<file path="src/rtl/qc_adder_pkg.sv">
package qc_adder_pkg;
  typedef enum logic {
    QCA_FIRST   = 1'b0,
    QCA_RECOVER = 1'b1
  } qca_state_e;
endpackage

</file>
<file path="src/rtl/qca_carry_sub.sv">
// Guessed and exact carries at every segment boundary.
module qca_carry_sub #(
  parameter int unsigned SEG_W = 8,
  parameter int unsigned NB    = 3,
  localparam int unsigned LOW_W = SEG_W * NB
) (
  input  logic [LOW_W-1:0] a_i,
  input  logic [LOW_W-1:0] b_i,
  output logic [NB-1:0]    pred_o,
  output logic [NB-1:0]    exact_o
);
  logic [LOW_W:0] c;
  assign c[0] = 1'b0;

  for (genvar k = 0; k < LOW_W; k++) begin : g_chain
    assign c[k+1] = (a_i[k] & b_i[k]) | ((a_i[k] ^ b_i[k]) & c[k]);
  end

  for (genvar i = 0; i < NB; i++) begin : g_bnd
    localparam int unsigned P = (i + 1) * SEG_W;
    assign pred_o[i]  = (a_i[P-1] & b_i[P-1]) |
                        ((a_i[P-1] ^ b_i[P-1]) & a_i[P-2] & b_i[P-2]);
    assign exact_o[i] = c[P];
  end
endmodule

</file>
<file path="src/rtl/qca_quality_sel.sv">
// Level k recovers the k most significant boundaries.
module qca_quality_sel #(
  parameter int unsigned NB    = 3,
  parameter int unsigned LVL_W = 2
) (
  input  logic [NB-1:0]    mism_i,
  input  logic [LVL_W-1:0] lvl_i,
  output logic [NB-1:0]    mask_o,
  output logic             need_o
);
  for (genvar j = 0; j < NB; j++) begin : g_mask
    assign mask_o[j] = (int'(lvl_i) + j) >= int'(NB);
  end
  assign need_o = |(mism_i & mask_o);
endmodule

</file>
<file path="src/rtl/qca_seg_adder.sv">
module qca_seg_adder #(
  parameter int unsigned DATA_W = 32,
  parameter int unsigned SEG_W  = 8,
  localparam int unsigned NSEG  = DATA_W / SEG_W
) (
  input  logic [DATA_W-1:0] a_i,
  input  logic [DATA_W-1:0] b_i,
  input  logic [NSEG-1:0]   cin_i,
  output logic [DATA_W-1:0] sum_o
);
  for (genvar s = 0; s < NSEG; s++) begin : g_seg
    assign sum_o[s*SEG_W +: SEG_W] = a_i[s*SEG_W +: SEG_W] + b_i[s*SEG_W +: SEG_W]
                                     + SEG_W'(cin_i[s]);
  end
endmodule

</file>
<file path="src/rtl/qc_adder.sv">
module qc_adder
  import qc_adder_pkg::*;
#(
  parameter int unsigned DATA_W = 32,
  parameter int unsigned SEG_W  = 8,
  localparam int unsigned NSEG  = DATA_W / SEG_W,
  localparam int unsigned LVL_W = $clog2(NSEG)
) (
  input  logic              clk_i,
  input  logic              rst_ni,
  input  logic              valid_i,
  output logic              ready_o,
  input  logic [DATA_W-1:0] a_i,
  input  logic [DATA_W-1:0] b_i,
  input  logic [LVL_W-1:0]  level_i,
  output logic              done_o,
  output logic              fixed_o,
  output logic [DATA_W-1:0] result_o
);
  localparam int unsigned NB    = NSEG - 1;
  localparam int unsigned LOW_W = SEG_W * NB;

  qca_state_e        state_q;
  logic [DATA_W-1:0] a_q, b_q, op_a, op_b, sum;
  logic [LVL_W-1:0]  lvl_q, op_lvl;
  logic [NB-1:0]     pred, exact, mask;
  logic [NSEG-1:0]   cin;
  logic              need, accept, in_rec;

  assign in_rec  = (state_q == QCA_RECOVER);
  assign ready_o = ~in_rec;
  assign accept  = valid_i & ready_o;

  // recovery recomputes from the held operation
  assign op_a   = in_rec ? a_q   : a_i;
  assign op_b   = in_rec ? b_q   : b_i;
  assign op_lvl = in_rec ? lvl_q : level_i;

  qca_carry_sub #(.SEG_W(SEG_W), .NB(NB)) u_carry (
    .a_i     (op_a[LOW_W-1:0]),
    .b_i     (op_b[LOW_W-1:0]),
    .pred_o  (pred),
    .exact_o (exact)
  );

  qca_quality_sel #(.NB(NB), .LVL_W(LVL_W)) u_qsel (
    .mism_i (pred ^ exact),
    .lvl_i  (op_lvl),
    .mask_o (mask),
    .need_o (need)
  );

  assign cin[0] = 1'b0;
  for (genvar j = 0; j < NB; j++) begin : g_cin
    assign cin[j+1] = (in_rec & mask[j]) ? exact[j] : pred[j];
  end

  qca_seg_adder #(.DATA_W(DATA_W), .SEG_W(SEG_W)) u_add (
    .a_i   (op_a),
    .b_i   (op_b),
    .cin_i (cin),
    .sum_o (sum)
  );

  always_ff @(posedge clk_i or negedge rst_ni) begin
    if (!rst_ni) begin
      state_q  <= QCA_FIRST;
      a_q      <= '0;
      b_q      <= '0;
      lvl_q    <= '0;
      done_o   <= 1'b0;
      fixed_o  <= 1'b0;
      result_o <= '0;
    end else if (accept) begin
      a_q   <= a_i;
      b_q   <= b_i;
      lvl_q <= level_i;
      if (need) begin
        state_q <= QCA_RECOVER;
        done_o  <= 1'b0;
      end else begin
        result_o <= sum;
        done_o   <= 1'b1;
        fixed_o  <= 1'b0;
      end
    end else if (in_rec) begin
      state_q  <= QCA_FIRST;
      result_o <= sum;
      done_o   <= 1'b1;
      fixed_o  <= 1'b1;
    end else begin
      done_o <= 1'b0;
    end
  end
endmodule

</file>
<file path="config.mk">
export PLATFORM = sky130hd
export DESIGN_NAME = qc_adder
export DESIGN_NICKNAME = d
export VERILOG_FILES = /design/src/rtl/qc_adder_pkg.sv /design/src/rtl/qca_carry_sub.sv /design/src/rtl/qca_quality_sel.sv /design/src/rtl/qca_seg_adder.sv /design/src/rtl/qc_adder.sv
export SDC_FILE = /design/constraint.sdc
export NUM_CORES = 1
export LEC_CHECK = 0
export BUFFER_PORTS_ARGS = -buffer_cell sky130_fd_sc_hd__buf_2
export CORE_MARGIN = 1.5
export CORE_UTILIZATION = 51
export CTS_CLUSTER_SIZE = 25
export DETAILED_ROUTE_END_ITERATION = 6
export PLACE_DENSITY = 0.77
export SYNTH_ARGS = -nofsm -noshare
export SYNTH_HDL_FRONTEND = slang
export SYNTH_SLANG_ARGS = --single-unit
export TNS_END_PERCENT = 1
</file>
<file path="constraint.sdc">
create_clock -name clk_i -period 5.3 [get_ports clk_i]
set_clock_uncertainty 0.05 [all_clocks]
set_input_delay 0.53 -clock clk_i [delete_from_list [all_inputs] [get_ports clk_i]]
set_output_delay 0.53 -clock clk_i [all_outputs]
set_load 0.03 [all_outputs]
</file>
==> results.ini, run 1 <==
[status]
outcome=completed

[worst_setup_path]
criticalPathCategory=reg -> reg
critPathMaxStageDelay_ns=0.43
rr_worst_depth=19
reg2reg_to=result_o[30]
r2r_setup_slack_ns=0.35
cp_max_fo=6
cp.arrival_ns=5.13
cpMaxStageDelayCell=dfrtp_2
critical_path_required_ns=5.48
cp-start-kind=register
crit_top_cell=fa_1
cp-end-kind=register
crit_chain=mux2_2 -> ha_1 -> fa_1 -> fa_1 -> a211oi_2 -> o211ai_1 -> a21oi_2 -> nand2_1 -> a21boi_0 -> o31ai_1 -> fa_1 -> fa_1 -> a21oi_1 -> nor2_1 -> nor2_1 -> o21bai_1 -> a21oi_1 -> xnor2_1 -> mux2_1
reg2reg_from=in_rec

[logic_synthesis]
ys_warn_count=0
syn_inst=483
synth-edff-count=0
synthTopCellsByCount=mux2_2 (155), dfrtp_1 (101), ha_1 (30), a21oi_1 (25), nor2_1 (20)
synth_top_family_by_area=multiplexers
synth_nets=590
ys_seq_area_frac=0.425
ys_seq_elements=101
synth-main-ff-cell=dfrtp_1
synthMuxAreaShare=0.305
yosys.area_share.xor_xnor=0.0368
synth.distinct_cells=39
synth_simple_gate_area_frac=0.0383
synth_area_leaders=dfrtp_1 (43%), mux2_2 (29%), ha_1 (6.3%), fa_1 (2.7%), xnor2_1 (2.7%)
synth.most_common_cell=mux2_2
synthArstFlopShare=1.00
yosysTopAreaCell=dfrtp_1
synth.avg_cell_area_um2=12.3
syn_area_mm2=0.00594
synth-compound-area-share=0.0808
synth_top_area_frac=0.425
synth_adder_area_share=0.0901

[grt]
antenna_found_initial=0
overflow=0
track_usage=0.207
grt_pass1_vias=4400
grt_max_degree=69
grt_first_pass_wirelength_um=20500

[routing]
num_vias=4111
post-route-drc-count=0
drt-initial-drc-count=97
wire_per_inst_um=16.8
highest_layer=met4
wl_met3_um=489
drt-vias-per-instance=5.60
drt-total-wl_um=12300
first_pass_iters=4
dr_wl_met2_um=6370
wl_met1_um=5160
drtAntennaViolNets=0

[cells_and_area]
num-fill-cells=915
drive_gt1_frac=0.487
nets=693
n_antenna_cell=0
area_growth_pct=16.5
postLayoutCellArea_mm2=0.00692

[sta]
slew_headroom=0.402
fin_crit_sh=0.934
fin_setup_tns_ns=0
max_freq_mhz=202
slew_violations=0
finalHoldViolations=0
setup_viol=0
rsz0062_at_grt=false
worst_slew_pin_slew_ns=0.896
finalCriticalPeriod_ns=4.95

[cts]
htree_num_levels=3
cts_hold_buf=0
cts-buffers-inserted=9
root_buffer=clkbuf_16
cts_tree=built
clockBufferDepth=2
clk_pin_slew_ns=0.07
cts_sinks=101
clk-insertion-delay-late_ns=0.35

[place]
dp.final_hpwl_um=8890
port_buffers=103
place_area_mm2=0.00661
place_congestion=0.802

[power_and_ir_drop]
powerDensity_mw_per_mm2=610
power.leakage_nw=3.09
peakVddDrop_uv=283

[floorplanning]
row_count=39
die_area_mm2=0.0123
initial_core_util=0.523
pin_count=104
dieHeight_um=111
die_w_um=111
core_mm2=0.0114

[hold_path]
hold_class=in -> async

[job]
maxCapViolations=0

## metrics by stage
step	power (W)	setup WS (ns)	hold slack, ns	utilization	std cells
2_1_floorplan	0.00301	0.0669	0.184	-	483
3_3_place_gp	0.00344	0.233	0.426	0.581	718
3_5_place_dp	0.00355	0.139	0.428	0.581	718
4_1_cts	0.00426	0.250	0.0956	0.609	734
5_1_grt	0.00452	0.0280	0.119	0.609	734
6_report	0.00422	0.350	0.0798	0.609	734
## layer usage
layer	vias to the layer above	GRT usage
met2	90	0.373
li1	1952	-
met1	2047	0.243
met4	0	0.0812
met5	-	0
met3	22	0.0399
## critical path: cells and delay by family, from the launching register on
family / cells / cell delay (ns)
AND/OR/NAND/NOR: 3 / 0.30
flip-flops: 1 / 0.43
AO/OA/AOI/OAI: 8 / 1.42
multiplexers: 2 / 0.65
adder cells (fa/ha/maj): 5 / 1.91
XOR/XNOR: 1 / 0.08
## registers in the layout (all words and copies together) (netlist names)
register and cells:
result_o 32, lvl_q 2, fixed_o 1, done_o 1, b_q 32, a_q 32, in_rec 1
## report_power, final
group          switching (W)  leakage [nW]  internal [W]
clock network       0.000285         0.152      0.000404
logic                0.00121          1.76       0.00108
registers           0.000157          1.18       0.00108
## placed cells by master, fill, tap and decap left out, drive strengths merged
cell | netlist | layout
nand4 | 1 | 1
nor3 | 1 | 1
xor2 | 7 | 7
mux2 | 159 | 159
xnor2 | 18 | 18
and2 | 2 | 2
o31ai | 2 | 2
nor2b | 2 | 2
nand3b | 1 | 1
nand4b | 1 | 1
mux2i | 2 | 2
o22ai | 3 | 3
buf | 17 | 110
or2 | 2 | 2
a21o | 6 | 6
o211ai | 4 | 4
ha | 30 | 30
o221ai | 1 | 1
a21oi | 26 | 26
nor2 | 20 | 20
o21bai | 7 | 7
o21ai | 16 | 16
clkbuf | 1 | 13
a211oi | 5 | 5
dfrtp | 101 | 101
inv | 14 | 14
clkinv | 0 | 1
fa | 8 | 8
nand2b | 1 | 1
nand2 | 15 | 15
o21a | 2 | 2
bufinv | 0 | 1
a21boi | 1 | 1
nand3 | 5 | 5
clkinvlp | 0 | 1
o31a | 2 | 2
## kinds of logic after synthesis
kind of cell	after synthesis
compound gates	75
xor+xnor	25
fa+ha+maj	38
buf+inv	32
flops	101
mux	161
simple gates	51
## timing repair
item / in CTS / in global routing
resized for setup: 0 / 1
endpoints found under the setup margin: 0 / 1
buffers inserted: 0 / 0
## worst max-delay path by stage
stage	from	end	slack (ns)	depth (start not counted)
after floorplan	in_rec	result_o[30]	0.07	22
after global placement	a_i[0]	result_o[30]	0.23	20
after detailed placement	a_i[0]	result_o[30]	0.14	20
after CTS	in_rec	result_o[30]	0.25	19
after global routing	in_rec	result_o[30]	0.03	19
final	in_rec	result_o[30]	0.35	19
## cell type report
class	count	area (um^2)	area share
flip-flops and latches	101	2530	0.365
repair buffers	110	571	0.0824
inverters	14	52.6	0.00759
clock buffers	13	270	0.0390
multi-input cells	350	3280	0.474
well taps	143	179	0.0258
clock inverters	3	42.5	0.00614
(Power assumes the default switching activity.)
==> run 2, diff against run 1 <==
--- a/config.mk
+++ b/config.mk
@@ -5,12 +5,12 @@
 export SDC_FILE = /design/constraint.sdc
 export NUM_CORES = 1
 export LEC_CHECK = 0
-export BUFFER_PORTS_ARGS = -buffer_cell sky130_fd_sc_hd__buf_2
 export CORE_MARGIN = 1.5
-export CORE_UTILIZATION = 51
+export CORE_UTILIZATION = 60
 export CTS_CLUSTER_SIZE = 25
 export DETAILED_ROUTE_END_ITERATION = 6
-export PLACE_DENSITY = 0.77
+export DONT_BUFFER_PORTS = 1
+export PLACE_DENSITY = 0.76
 export SYNTH_ARGS = -nofsm -noshare
 export SYNTH_HDL_FRONTEND = slang
 export SYNTH_SLANG_ARGS = --single-unit
==> constraint.sdc (replaced) <==
create_clock -name clk_i -period 5.2 [get_ports clk_i]
set_clock_uncertainty 0.05 [all_clocks]
set_input_delay 0.52 -clock clk_i [delete_from_list [all_inputs] [get_ports clk_i]]
set_output_delay 0.52 -clock clk_i [all_outputs]
set_load 0.03 [all_outputs]
==> run 2 against run 1 <==
  * Routed wire length down 11%
  * Final cell count is 16% lower
  * First-iteration DRC count is 30% lower
  * Hold slack worse by 0.063 ns
  * Combinational power down 20%
  * Sequential cell count stayed put
  * Largest cell class unchanged
  * Critical endpoint unchanged
  * Largest power group unchanged
  * Global-route usage up 1.2 points
  * Fmax grew 2.0%
  * Clock power shrank 29%
  * Sequential share of layout area increased by 3.7 points
  * Cell area fell by 9.3%
==> results.ini, run 2 (synthesis results as in run 1) <==
[routing]
drt-vias-per-instance=5.83
num_vias=3609
drt-total-wl_um=10900
highest_layer=met4
wl_met1_um=4650
wl_met3_um=597
dr_wl_met2_um=5490
first_pass_iters=4
wire_per_inst_um=17.6
drtAntennaViolNets=0
drt-initial-drc-count=68
post-route-drc-count=0

[sta]
max_freq_mhz=206
setup_viol=0
slew_headroom=0.410
finalHoldViolations=0
fin_crit_sh=0.933
finalCriticalPeriod_ns=4.85
hold_slack_ns=0.0171
worst_slew_pin_slew_ns=0.886
fin_ws_ns=0.346
slew_violations=0
fin_setup_tns_ns=0
rsz0062_at_grt=false

[cts]
clockBufferDepth=2
htree_num_levels=3
cts_tree=built
clk-insertion-delay-late_ns=0.37
cts-buffers-inserted=9
cts_sinks=101
clk_pin_slew_ns=0.09
root_buffer=clkbuf_8

[cells_and_area]
nets=589
area_growth_pct=5.66
drive_gt1_frac=0.372
finalNonFillerCells=619
final_common_cell=mux2_2
largest_registers=a_q x32, b_q x32, result_o x32
layout_common_cells=mux2_2 (155), dfrtp_1 (100), ha_1 (30)
num-fill-cells=741
n_antenna_cell=0

[hold_path]
hold_class=in -> async

[floorplanning]
pin_count=104
die_area_mm2=0.0105
row_count=36
core_mm2=0.00968
die_w_um=103
initial_core_util=0.614
dieHeight_um=103

[worst_setup_path]
crit_chain=mux2_2 -> ha_1 -> fa_1 -> fa_1 -> a211oi_2 -> o211ai_1 -> a21oi_2 -> nand2_1 -> a21boi_1 -> o31ai_1 -> fa_1 -> fa_1 -> a21oi_1 -> nor2_1 -> nor2_1 -> o21bai_1 -> a21oi_1 -> xnor2_1 -> mux2_1
cp-start-kind=register
path_buf_inv=0
cp-end-kind=register
cp_max_fo=6
crit_top_cell=fa_1
critPathMaxStageDelay_ns=0.43
critical_path_required_ns=5.40
criticalPathCategory=reg -> reg
cpMaxStageDelayCell=dfrtp_2
critical_path.top_delay_family=adder cells
cp.arrival_ns=5.06

[grt]
track_usage=0.219
grt_pass1_vias=3797
grt_first_pass_wirelength_um=17800
overflow=0
antenna_found_initial=0
grt_max_degree=102

[place]
dpl_worst_slack_ns=0.141
port_buffers=0
placed_cells=603
dp.final_hpwl_um=7890
place_congestion=0.754

[job]
maxCapViolations=0

[power_and_ir_drop]
peakVddDrop_uv=397
powerDensity_mw_per_mm2=620
power.leakage_nw=2.63
power.total_w=0.00389

[status]
outcome=completed

==> run 2: cell count changes in the layout (fill, tap and decap cells not counted) <==
cell,previous run,this run
a21boi_1,0,1
clkbuf_8,3,10
clkbuf_1,1,3
buf_16,0,1
clkinvlp_4,1,0
a21boi_0,1,0
buf_4,8,4
buf_2,102,0
buf_6,0,1
clkbuf_16,9,0
==> run 2: final timing paths <==
kind / slack, ns / end / start / cells after the start
max: 0.35 / result_o[30] / in_rec / 19
min: 0.02 / b_q[19] / rst_ni / 1
max reg2reg: 0.35 / result_o[30] / in_rec / 19
min reg2reg: 0.45 / b_q[27] / b_q[27] / 1
max in group asynchronous: 4.66 / in_rec / rst_ni / 1
min in group clk_i: 0.24 / b_q[21] / b_i[21] / 1
==> run 2: final cells by class <==
class | count | area, um^2 | share of cell area
Clock buffer | 13 | 149 | 0.0237
Sequential cell | 101 | 2530 | 0.403
Clock inverter | 2 | 35.0 | 0.00558
Tap cell | 133 | 166 | 0.0265
Inverter | 14 | 52.6 | 0.00837
Multi-Input combinational cell | 350 | 3280 | 0.522
Timing Repair Buffer | 6 | 68.8 | 0.0110
==> run 2: worst register-to-register path, stage by stage, from the launching register on <==
cell and delay (ns):
dfrtp_2 0.43, mux2_2 0.35, ha_1 0.23, fa_1 0.42, fa_1 0.40, a211oi_2 0.27
o211ai_1 0.17, a21oi_2 0.22, nand2_1 0.12, a21boi_1 0.17, o31ai_1 0.11, fa_1 0.42
fa_1 0.42, a21oi_1 0.15, nor2_1 0.06, nor2_1 0.15, o21bai_1 0.08, a21oi_1 0.17
xnor2_1 0.08, mux2_1 0.29
==> run 2: where the power goes <==
part | total, W | switching (W) | leakage, nW | internal, W
logic | 0.00185 | 0.000867 | 1.36 | 0.000988
clock network | 0.000488 | 0.000255 | 0.0935 | 0.000233
registers | 0.00155 | 0.000455 | 1.18 | 0.00110
==> run 2: per-stage QoR <==
step	instance area (um^2)	util
4_1_cts	6270	0.648
5_1_grt	6280	0.649
3_3_place_gp	6060	0.626
3_5_place_dp	6060	0.626
2_1_floorplan	5950	-
6_report	6280	0.649
==> run 2: repair_timing <==
item,4_1_cts,5_1_grt
endpoints found under the hold margin,101,0
setup endpoints to repair,0,1
hold buffers,1,0
gates resized for setup,0,3
setup buffers,0,0
==> run 2: per-layer routing <==
metal,vias to the layer above,GRT usage
met4,0,0.0885
li1,1755,-
met5,-,0
met3,11,0.0468
met1,1776,0.274
met2,67,0.372
==> run 3, diff against run 2 <==
==> constraint.sdc (replaced) <==
create_clock -name clk_i -period 5.1 [get_ports clk_i]
set_clock_uncertainty 0.05 [all_clocks]
set_input_delay 0.51 -clock clk_i [delete_from_list [all_inputs] [get_ports clk_i]]
set_output_delay 0.51 -clock clk_i [all_outputs]
set_load 0.03 [all_outputs]
==> run 3 against run 2 <==
  * The run now ends with negative hold slack left
  * Die area did not move
  * Register-to-register slack got worse by 0.06 ns
  * Sequential cell count did not move
  * Critical path depth is the same
  * Non-clock buffer count increased by 4
  * Core utilization increased by 0.44 points
  * Sequential share of layout area fell by 0.27 points
  * Clock power increased by 6.4%
  * First-iteration DRC count rose by 10%
  * Hold slack got worse by 0.032 ns
  * Cell area increased by 0.68%
  * Clock-buffer cell count decreased by 3
  * Critical endpoint unchanged
==> results.ini, run 3 (synthesis results as in run 1) <==
[grt]
grt_pass1_vias=3801
overflow=0
grt_max_degree=102
antenna_found_initial=0
grt_first_pass_wirelength_um=17800
track_usage=0.220

[floorplanning]
core_mm2=0.00968
pin_count=104
row_count=36
initial_core_util=0.614
die_w_um=103
die_area_mm2=0.0105
dieHeight_um=103

[cells_and_area]
finalNonFillerCells=624
nets=593
num-fill-cells=765
n_antenna_cell=0
drive_gt1_frac=0.385
final_common_cell=mux2_2
largest_registers=a_q x32, b_q x32, result_o x32
area_growth_pct=6.38
layout_common_cells=mux2_2 (155), dfrtp_1 (100), ha_1 (30)

[sta]
fin_ws_ns=0.285
hold_slack_ns=-0.0151
worst_slew_pin_slew_ns=0.890
finalCriticalPeriod_ns=4.82
max_freq_mhz=208
fin_setup_tns_ns=0
slew_violations=0
setup_viol=0
rsz0062_at_grt=false
fin_crit_sh=0.944
slew_headroom=0.406
finalHoldViolations=11

[cts]
cts_tree=built
cts-buffers-inserted=9
cts_sinks=101
root_buffer=clkbuf_8
clk_pin_slew_ns=0.10
htree_num_levels=3
clk-insertion-delay-late_ns=0.38
clockBufferDepth=2

[place]
place_congestion=0.759
placed_cells=604
port_buffers=0
dp.final_hpwl_um=8080
dpl_worst_slack_ns=0.0895

[routing]
first_pass_iters=4
drt-initial-drc-count=75
drt-total-wl_um=11100
wire_per_inst_um=17.8
drt-vias-per-instance=5.82
num_vias=3634
post-route-drc-count=0
drtAntennaViolNets=0

[worst_setup_path]
criticalPathCategory=reg -> reg
critical_path.top_delay_family=adder cells
cp-start-kind=register
critical_path_required_ns=5.31
critPathMaxStageDelay_ns=0.43
crit_top_cell=fa_1
cp.arrival_ns=5.03
cp-end-kind=register
crit_chain=mux2_2 -> ha_1 -> fa_1 -> fa_1 -> a211oi_2 -> o211ai_1 -> a21oi_2 -> nand2_1 -> a21boi_0 -> o31ai_1 -> fa_1 -> fa_1 -> a21oi_1 -> nor2_1 -> nor2_1 -> o21bai_1 -> a21oi_1 -> xnor2_1 -> mux2_1
cpMaxStageDelayCell=dfrtp_2
cp_max_fo=6
path_buf_inv=0

[hold_path]
hold_class=in -> async

[power_and_ir_drop]
peakVddDrop_uv=378
power.leakage_nw=2.65
powerDensity_mw_per_mm2=634

[job]
maxCapViolations=0

[status]
outcome=complete, but fails checks
violations=negative hold slack

-- run 3: changes by cell type in the layout (fill, tap and decap cells not counted), sizes merged --
cell,before,now
clkbuf,13,10
clkinv,1,2
clkinvlp,0,3
buf,6,10
-- run 3: what timing repair did --
item | in CTS | in global routing
hold endpoints to repair | 101 | 0
setup buffers | 0 | 3
gates resized for setup | 0 | 1
hold buffers | 1 | 0
endpoints found under the setup margin | 0 | 3
-- run 3: layout make-up --
class	count	area, um^2	area share
inverters	14	52.6	0.00831
clock inverters	6	62.6	0.00989
flip-flops and latches	101	2530	0.400
well taps	133	166	0.0263
multi-input cells	350	3280	0.519
clock buffers	10	138	0.0218
repair buffers	10	95.1	0.0150
-- run 3: final timing paths --
path,start,endpoint,slack [ns],cells past startpoint
hold / removal,rst_ni,done_o,-0.02,1
min in group clk_i,b_i[21],b_q[21],0.22,1
setup / recovery,in_rec,result_o[30],0.28,19
max in group asynchronous,rst_ni,in_rec,4.56,1
setup reg to reg,in_rec,result_o[30],0.28,19
hold reg to reg,b_q[29],b_q[29],0.46,1
-- run 3: where the power goes --
group / switching, W / internal (W) / total [W]
sequential: 0.000465 / 0.00112 / 0.00158
combinational: 0.000887 / 0.00102 / 0.00191
clock: 0.000280 / 0.000238 / 0.000519
-- run 3: layer usage --
layer	track usage	share of wire	up-vias
li1	-	-	1746
met1	0.267	0.41	1800
met2	0.380	0.51	76
met3	0.0617	0.060	12
met4	0.0738	0.014	0
met5	0	0	-
-- run 3: per-stage QoR --
step                      cell area (um^2)   util  power (W)
final                                 6320  0.653    0.00401
after global routing                  6320  0.653    0.00430
after CTS                             6300  0.650    0.00403
after detailed placement              6070  0.627    0.00349
after global placement                6070  0.627    0.00340
after floorplan                       5950      -    0.00313
-- run 3: worst register-to-register path, stage by stage (launching register included) --
cell	delay [ns]
dfrtp_2	0.43
mux2_2	0.35
ha_1	0.23
fa_1	0.42
fa_1	0.41
a211oi_2	0.26
o211ai_1	0.16
a21oi_2	0.19
nand2_1	0.11
a21boi_0	0.19
o31ai_1	0.12
fa_1	0.42
fa_1	0.41
a21oi_1	0.14
nor2_1	0.05
nor2_1	0.15
o21bai_1	0.08
a21oi_1	0.18
xnor2_1	0.08
mux2_1	0.28
